--- config.mk ---
export PLATFORM = sky130hd
export DESIGN_NAME = gpio_ctl_port
export DESIGN_NICKNAME = d
export VERILOG_FILES = /design/src/rtl/gpio_ctl_pkg.sv /design/src/rtl/gpio_rst_sync.sv /design/src/rtl/gpio_in_sync.sv /design/src/rtl/gpio_regs.sv /design/src/rtl/gpio_pinmux.sv /design/src/rtl/gpio_ctl_port.sv
export SDC_FILE = /design/constraint.sdc
export NUM_CORES = 1
export LEC_CHECK = 0
export BUFFER_PORTS_ARGS = -buffer_cell sky130_fd_sc_hd__clkbuf_2
export CAP_MARGIN = 15
export CORE_MARGIN = 5
export CORE_UTILIZATION = 49
export CTS_CLUSTER_DIAMETER = 120
export DETAILED_ROUTE_END_ITERATION = 8
export PLACE_DENSITY_LB_ADDON = 0.25
export SYNTH_ARGS = -nofsm -noshare
export SYNTH_HDL_FRONTEND = slang
export SYNTH_SLANG_ARGS = --single-unit
--- constraint.sdc ---
create_clock -name clk -period 2.05 [get_ports clk]
set_input_delay 0.205 -clock clk [delete_from_list [all_inputs] [get_ports clk]]
set_output_delay 0.205 -clock clk [all_outputs]
set_load 0.03 [all_outputs]
--- src/rtl/gpio_ctl_pkg.sv ---
package gpio_ctl_pkg;

  localparam int REG_W     = 8;
  localparam int HALT_BIT  = 7;
  localparam int IDLE_BIT  = 6;
  localparam int SKALT_BIT = 6;

  typedef enum logic [1:0] {
    PM_NONE = 2'd0,
    PM_IDLE = 2'd1,
    PM_HALT = 2'd2
  } pm_req_e;

endpackage

--- src/rtl/gpio_rst_sync.sv ---
module gpio_rst_sync #(
  parameter int STAGES = 2
) (
  input  logic clk,
  input  logic rst_n,
  output logic rst_sync_n
);

  logic [STAGES-1:0] chain_q;

  always_ff @(posedge clk or negedge rst_n) begin
    if (!rst_n) begin
      chain_q <= '0;
    end else begin
      chain_q <= {chain_q[STAGES-2:0], 1'b1};
    end
  end

  assign rst_sync_n = chain_q[STAGES-1];

endmodule

--- src/rtl/gpio_in_sync.sv ---
module gpio_in_sync #(
  parameter int WIDTH  = 7,
  parameter int STAGES = 2
) (
  input  logic             clk,
  input  logic             rst_n,
  input  logic [WIDTH-1:0] async_in,
  output logic [WIDTH-1:0] sync_out
);

  logic [WIDTH-1:0] stage_q [STAGES];

  generate
    for (genvar s = 0; s < STAGES; s++) begin : g_stage
      logic [WIDTH-1:0] stage_d;
      if (s == 0) begin : g_first
        assign stage_d = async_in;
      end else begin : g_next
        assign stage_d = stage_q[s-1];
      end
      always_ff @(posedge clk or negedge rst_n) begin
        if (!rst_n) begin
          stage_q[s] <= '0;
        end else begin
          stage_q[s] <= stage_d;
        end
      end
    end
  endgenerate

  assign sync_out = stage_q[STAGES-1];

endmodule

--- src/rtl/gpio_regs.sv ---
module gpio_regs
  import gpio_ctl_pkg::*;
#(
  parameter int IO_N = 6
) (
  input  logic             clk,
  input  logic             rst_n,
  input  logic             wr_en,
  input  logic             sel_val,
  input  logic             sel_dir,
  input  logic [REG_W-1:0] wdata,
  output logic [IO_N-1:0]  val_q,
  output logic [IO_N-1:0]  dir_q,
  output logic             sk_alt_q,
  output logic             halt_pulse,
  output logic             idle_pulse
);

  logic            val_en;
  logic            dir_en;
  logic [IO_N-1:0] val_d;
  logic [IO_N-1:0] dir_d;
  logic            sk_alt_d;
  pm_req_e         pm_d;
  pm_req_e         pm_q;

  assign val_en = wr_en & sel_val;
  assign dir_en = wr_en & sel_dir;

  always_comb begin
    val_d    = wdata[IO_N-1:0];
    dir_d    = wdata[IO_N-1:0];
    sk_alt_d = wdata[SKALT_BIT];
    pm_d     = PM_NONE;
    if (val_en) begin
      if (wdata[HALT_BIT]) begin
        pm_d = PM_HALT;
      end else if (wdata[IDLE_BIT]) begin
        pm_d = PM_IDLE;
      end
    end
  end

  always_ff @(posedge clk or negedge rst_n) begin
    if (!rst_n) begin
      val_q    <= '0;
      dir_q    <= '0;
      sk_alt_q <= 1'b0;
      pm_q     <= PM_NONE;
    end else begin
      if (val_en) begin
        val_q <= val_d;
      end
      if (dir_en) begin
        dir_q    <= dir_d;
        sk_alt_q <= sk_alt_d;
      end
      pm_q <= pm_d;
    end
  end

  assign halt_pulse = (pm_q == PM_HALT);
  assign idle_pulse = (pm_q == PM_IDLE);

  // a halt pulse only follows a value write carrying the halt bit
  a_r6_halt_cause: assert property (@(posedge clk) disable iff (!rst_n)
    halt_pulse |-> $past(val_en && wdata[HALT_BIT]));

  // an idle pulse only follows an idle-only value write
  a_r7_idle_cause: assert property (@(posedge clk) disable iff (!rst_n)
    idle_pulse |-> $past(val_en && wdata[IDLE_BIT] && !wdata[HALT_BIT]));

  // direction bits hold when no direction write happens
  a_r2_dir_hold: assert property (@(posedge clk) disable iff (!rst_n)
    !dir_en |=> $stable(dir_q));

  // phase select holds across cycles without a direction write
  a_r8_sk_hold: assert property (@(posedge clk) disable iff (!rst_n)
    !dir_en |=> $stable(sk_alt_q));

endmodule

--- src/rtl/gpio_pinmux.sv ---
module gpio_pinmux #(
  parameter int IO_N = 6
) (
  input  logic            osc_clk,
  input  logic [IO_N-1:0] val_q,
  input  logic [IO_N-1:0] dir_q,
  output logic [IO_N+1:0] pin_out,
  output logic [IO_N+1:0] pin_oe,
  output logic [IO_N-1:0] pin_pu
);

  localparam int IN_IDX = IO_N;
  localparam int CK_IDX = IO_N + 1;

  generate
    for (genvar i = 0; i < IO_N; i++) begin : g_io
      assign pin_out[i] = val_q[i];
      assign pin_oe[i]  = dir_q[i];
      assign pin_pu[i]  = val_q[i] & ~dir_q[i];
    end
  endgenerate

  assign pin_out[IN_IDX] = 1'b0;
  assign pin_oe[IN_IDX]  = 1'b0;
  assign pin_out[CK_IDX] = osc_clk;
  assign pin_oe[CK_IDX]  = 1'b1;

endmodule

--- src/rtl/gpio_ctl_port.sv ---
module gpio_ctl_port
  import gpio_ctl_pkg::*;
#(
  parameter int ADDR_W      = 4,
  parameter int IO_N        = 6,
  parameter int SYNC_STAGES = 2,
  parameter int RST_STAGES  = 2,
  parameter int ADDR_VAL    = 0,
  parameter int ADDR_DIR    = 1,
  parameter int ADDR_SENSE  = 2
) (
  input  logic              clk,
  input  logic              rst_n,
  input  logic [ADDR_W-1:0] bus_addr,
  input  logic              bus_we,
  input  logic [7:0]        bus_wdata,
  output logic [7:0]        bus_rdata,
  input  logic              osc_clk,
  input  logic [6:0]        pin_in,
  output logic [7:0]        pin_out,
  output logic [7:0]        pin_oe,
  output logic [5:0]        pin_pu,
  output logic              halt_req,
  output logic              idle_req,
  output logic              sk_alt_phase
);

  localparam int PORT_W  = IO_N + 2;
  localparam int SENSE_W = IO_N + 1;
  localparam int PAD_W   = REG_W - IO_N;
  localparam int SPAD_W  = REG_W - SENSE_W;

  logic               rst_i_n;
  logic               sel_val;
  logic               sel_dir;
  logic               sel_sense;
  logic [IO_N-1:0]    val_q;
  logic [IO_N-1:0]    dir_q;
  logic [SENSE_W-1:0] sense_sync;

  gpio_rst_sync #(.STAGES(RST_STAGES)) u_rst (
    .clk        (clk),
    .rst_n      (rst_n),
    .rst_sync_n (rst_i_n)
  );

  assign sel_val   = (bus_addr == ADDR_W'(ADDR_VAL));
  assign sel_dir   = (bus_addr == ADDR_W'(ADDR_DIR));
  assign sel_sense = (bus_addr == ADDR_W'(ADDR_SENSE));

  gpio_regs #(.IO_N(IO_N)) u_regs (
    .clk        (clk),
    .rst_n      (rst_i_n),
    .wr_en      (bus_we),
    .sel_val    (sel_val),
    .sel_dir    (sel_dir),
    .wdata      (bus_wdata),
    .val_q      (val_q),
    .dir_q      (dir_q),
    .sk_alt_q   (sk_alt_phase),
    .halt_pulse (halt_req),
    .idle_pulse (idle_req)
  );

  gpio_in_sync #(.WIDTH(SENSE_W), .STAGES(SYNC_STAGES)) u_sync (
    .clk      (clk),
    .rst_n    (rst_i_n),
    .async_in (pin_in),
    .sync_out (sense_sync)
  );

  gpio_pinmux #(.IO_N(IO_N)) u_mux (
    .osc_clk (osc_clk),
    .val_q   (val_q),
    .dir_q   (dir_q),
    .pin_out (pin_out[PORT_W-1:0]),
    .pin_oe  (pin_oe[PORT_W-1:0]),
    .pin_pu  (pin_pu)
  );

  always_comb begin
    bus_rdata = '0;
    if (sel_val) begin
      bus_rdata = {{PAD_W{1'b0}}, val_q};
    end else if (sel_dir) begin
      bus_rdata = {{PAD_W{1'b0}}, dir_q};
    end else if (sel_sense) begin
      bus_rdata = {{SPAD_W{1'b0}}, sense_sync};
    end
  end

  // the control bit positions never read back on either register
  a_r5_top_bits_zero: assert property (@(posedge clk) disable iff (!rst_i_n)
    (sel_val || sel_dir) |-> (bus_rdata[7:6] == 2'b00));

  // a write to the sense address leaves pads and requests untouched
  a_r10_sense_write_inert: assert property (@(posedge clk) disable iff (!rst_i_n)
    (bus_we && sel_sense) |=> ($stable(pin_oe) && $stable(pin_out[IO_N-1:0])
                               && !halt_req && !idle_req));

  // pad directions move only after a direction write
  a_r2_oe_follows_write: assert property (@(posedge clk) disable iff (!rst_i_n)
    !(bus_we && sel_dir) |=> $stable(pin_oe[IO_N-1:0]));

endmodule

==> run summary <==
status -> finished, final reports clean
number of primary I/O pins -> 56
count of vias placed by the detailed router -> 873
Hold/Removal Path Class -> in -> reg
number of global-route vias before repair -> 856
Gate power share -> 0.260
delay of the slowest cell on the worst path -> 0.40 ns
Max-cap violations -> 0
data arrival time of the critical path -> 1.50 ns
final hold violation count -> 0
list of most frequent post-synthesis cells -> dfrtp_1, mux2_2, nor2b_1
via density per instance -> 4.72
launching element type of the critical path -> flop
internal portion of total power -> 1.24 mW
relative contribution of the clock network to total power -> 0.327
Max-Slew Margin vs Limit -> 0.509
clock tree from TritonCTS -> built
sequential cell fraction of total power -> 0.414
clock root buffer -> clkbuf_4
top post-synthesis cells by area -> dfrtp_1, mux2_2, mux2i_1
DRC violation count after routing -> 0
# port buffers -> 49
first-pass iteration count of the detailed router -> 3
Critical Path Sink Type -> output pin
share of async-settable or async-resettable flops after synthesis -> 1.00
final-report max-slew violation count -> 0
pin count of the biggest net entering global routing -> 20
worst clock skew -> 0.0104 ns
hold buffer count at CTS -> 8
combined global-route utilization of all metal layers -> 0.152
setup repair after global routing missed its margin -> false
final critical delay including setup and external delays -> 1.71 ns
slowest stage cell, crit path -> dfrtp_1
layout-stage area growth over the synthesis result -> 35.2%
wire length of the first global-routing pass -> 3900 um
# setup viols final -> 0
Die Width -> 60.5 um
clk slew on worst S/H paths -> 0.10 ns
count of buffers added by post-CTS timing repair for setup -> 0
total standard cell area after synthesis -> 1250 um^2
placeable core region -> 2450 um^2
Starting DRT DRC Count -> 12
PwrDens -> 1080 nW/um^2
clock insertion delay at the later pin of the skew report -> 0.33 ns
number of buffers added by the clock tree synthesis step -> 5
category of the critical setup timing path -> reg -> out
area fraction of the dominant cell type after synthesis -> 0.622
number of synthesized flops with an enable pin -> 0
total leakage power -> 0.863 nW
Primary FF master, synth -> dfrtp_1
post-synthesis area per instance -> 13.4 um^2
Sw Ratio -> 0.319
quantity of gates resized following cts -> 0
number of clock sinks -> 31
Antenna Nets Post-Route -> 0
cell with the most instances after synthesis -> dfrtp_1
floorplan row count -> 18
GR Overflow Total -> 0
placed standard-cell area -> 1500 um^2
# H-tree levels -> 2
maximum count of clock buffers along a single path -> 2
total routed wirelength -> 2410 um
Net count, final -> 177
count of warnings emitted by yosys -> 0
setup_tns -> 0 ns
Synth area leader -> dfrtp_1
average wire per cell in the routed design -> 13.0 um
floorplan die area -> 3650 um^2
fin crit share -> 0.833
Sw Pwr -> 0.579 mW
GP Congestion -> 0.778
initial antenna violation count -> 0
Synth Register Bits -> 31
height of the die -> 60.5 um
starting density of the core -> 0.508
fraction of final layout cells sized beyond drive strength 1 -> 0.484
synth unique cells -> 18
final-layout worst hold slack -> 0.0933 ns
total inserted antenna cells -> 0
Cells after Synth -> 93
highest fanout seen on the critical path -> 4
dpl hpwl -> 1820 um
maximum clock rate -> 585 MHz
post-route design area -> 1690 um^2
sequential element share of the synthesized area -> 0.622
IR drop worst, VDD -> 986 uV
Data required, critical path -> 1.85 ns
worst-margin pin slew -> 0.737 ns
crit-path cells -> mux2i_1, or2_2, a21oi_1, clkbuf_2
-- registers in the layout, summed over array words and instances, names as in the netlist --
signal                  count
u_rst.chain_q               2
u_regs.val_q                6
u_sync.sync_out             7
u_regs.sk_alt_q             1
u_sync.g_stage.stage_d      7
u_regs.dir_q                6
u_regs.pm_q                 2
-- per-layer routing --
layer | up-vias | wire, um | GRT usage
met1 | 414 | 838 | 0.161
met2 | 31 | 1330 | 0.269
li1 | 424 | - | -
met5 | - | 0 | 0
met3 | 4 | 217 | 0.0660
met4 | 0 | 24 | 0.0557
-- worst paths after layout --
| path | slack, ns | cells after the start | to | startpoint |
|---|---|---|---|---|
| min | 0.09 | 2 | u_regs.pm_q[1]$_DFF_PN0_ | bus_wdata[7] |
| max reg2reg | 1.11 | 1 | u_regs.val_q[1]$_DFFE_PN0P_ | u_rst.chain_q[1]$_DFF_PN0_ |
| min reg2reg | 0.30 | 0 | u_regs.val_q[4]$_DFFE_PN0P_ | u_rst.chain_q[1]$_DFF_PN0_ |
| min in group asynchronous | 0.19 | 2 | u_rst.chain_q[1]$_DFF_PN0_ | rst_n |
| max | 0.34 | 4 | bus_rdata[2] | u_regs.dir_q[2]$_DFFE_PN0P_ |
| max in group asynchronous | 1.11 | 1 | u_regs.val_q[1]$_DFFE_PN0P_ | u_rst.chain_q[1]$_DFF_PN0_ |
-- kinds of logic after synthesis --
group	Yosys count	synth area share
mux	19	0.165
flops	31	0.622
simple gates	28	0.144
compound gates	6	0.0241
other cells	2	0.00602
buf+inv	7	0.0381
-- cell type report --
type | instances | area (um^2)
repair buffers | 58 | 333
clock inverters | 3 | 67.6
flip-flops and latches | 31 | 776
well taps | 30 | 37.5
clock buffers | 5 | 37.5
multi-input cells | 58 | 435
fillers | 191 | 768
-- critical path, delay by kind of cell (launching register included) --
family	cells	cell delay (ns)
AOI/OAI and AO/OA	1	0.16
and+or+nand+nor	1	0.28
muxes	1	0.10
DFF	1	0.40
buffers and inverters	1	0.23
-- power groups by stage --
stage	sequential, mW	combinational, mW	clock (mW)
final	0.751	0.471	0.593
after global routing	0.766	0.503	0.642
after CTS	0.753	0.478	0.608
after detailed placement	0.764	0.465	0
after global placement	0.759	0.458	0
after floorplan	0.876	0.211	0
-- placed cells by master, fill, tap and decap left out --
cell,n
dlygate4sd3_1,8
a21oi_1,6
nand2_1,6
mux2_2,10
bufinv_16,2
conb_1,5
nand4b_1,1
nor4b_4,1
mux2i_1,6
and3b_1,1
clkinvlp_4,1
clkbuf_4,5
nor2b_1,9
dfrtp_1,31
or2_1,1
nor2_1,1
and3_1,1
and2_1,1
or2_2,6
clkbuf_2,49
mux2_1,3
buf_4,1
-- per-stage QoR --
| stage | power, mW | instances | utilization | worst slack (ns) |
|---|---|---|---|---|
| 2_1_floorplan | 1.09 | 96 | - | 0.458 |
| 3_3_place_gp | 1.22 | 169 | 0.612 | 0.380 |
| 3_5_place_dp | 1.23 | 169 | 0.612 | 0.340 |
| 6_report | 1.81 | 185 | 0.687 | 0.342 |
| 5_1_grt | 1.91 | 185 | 0.687 | 0.252 |
| 4_1_cts | 1.84 | 185 | 0.687 | 0.313 |
Note: power is estimated with default switching activity, not from simulation.
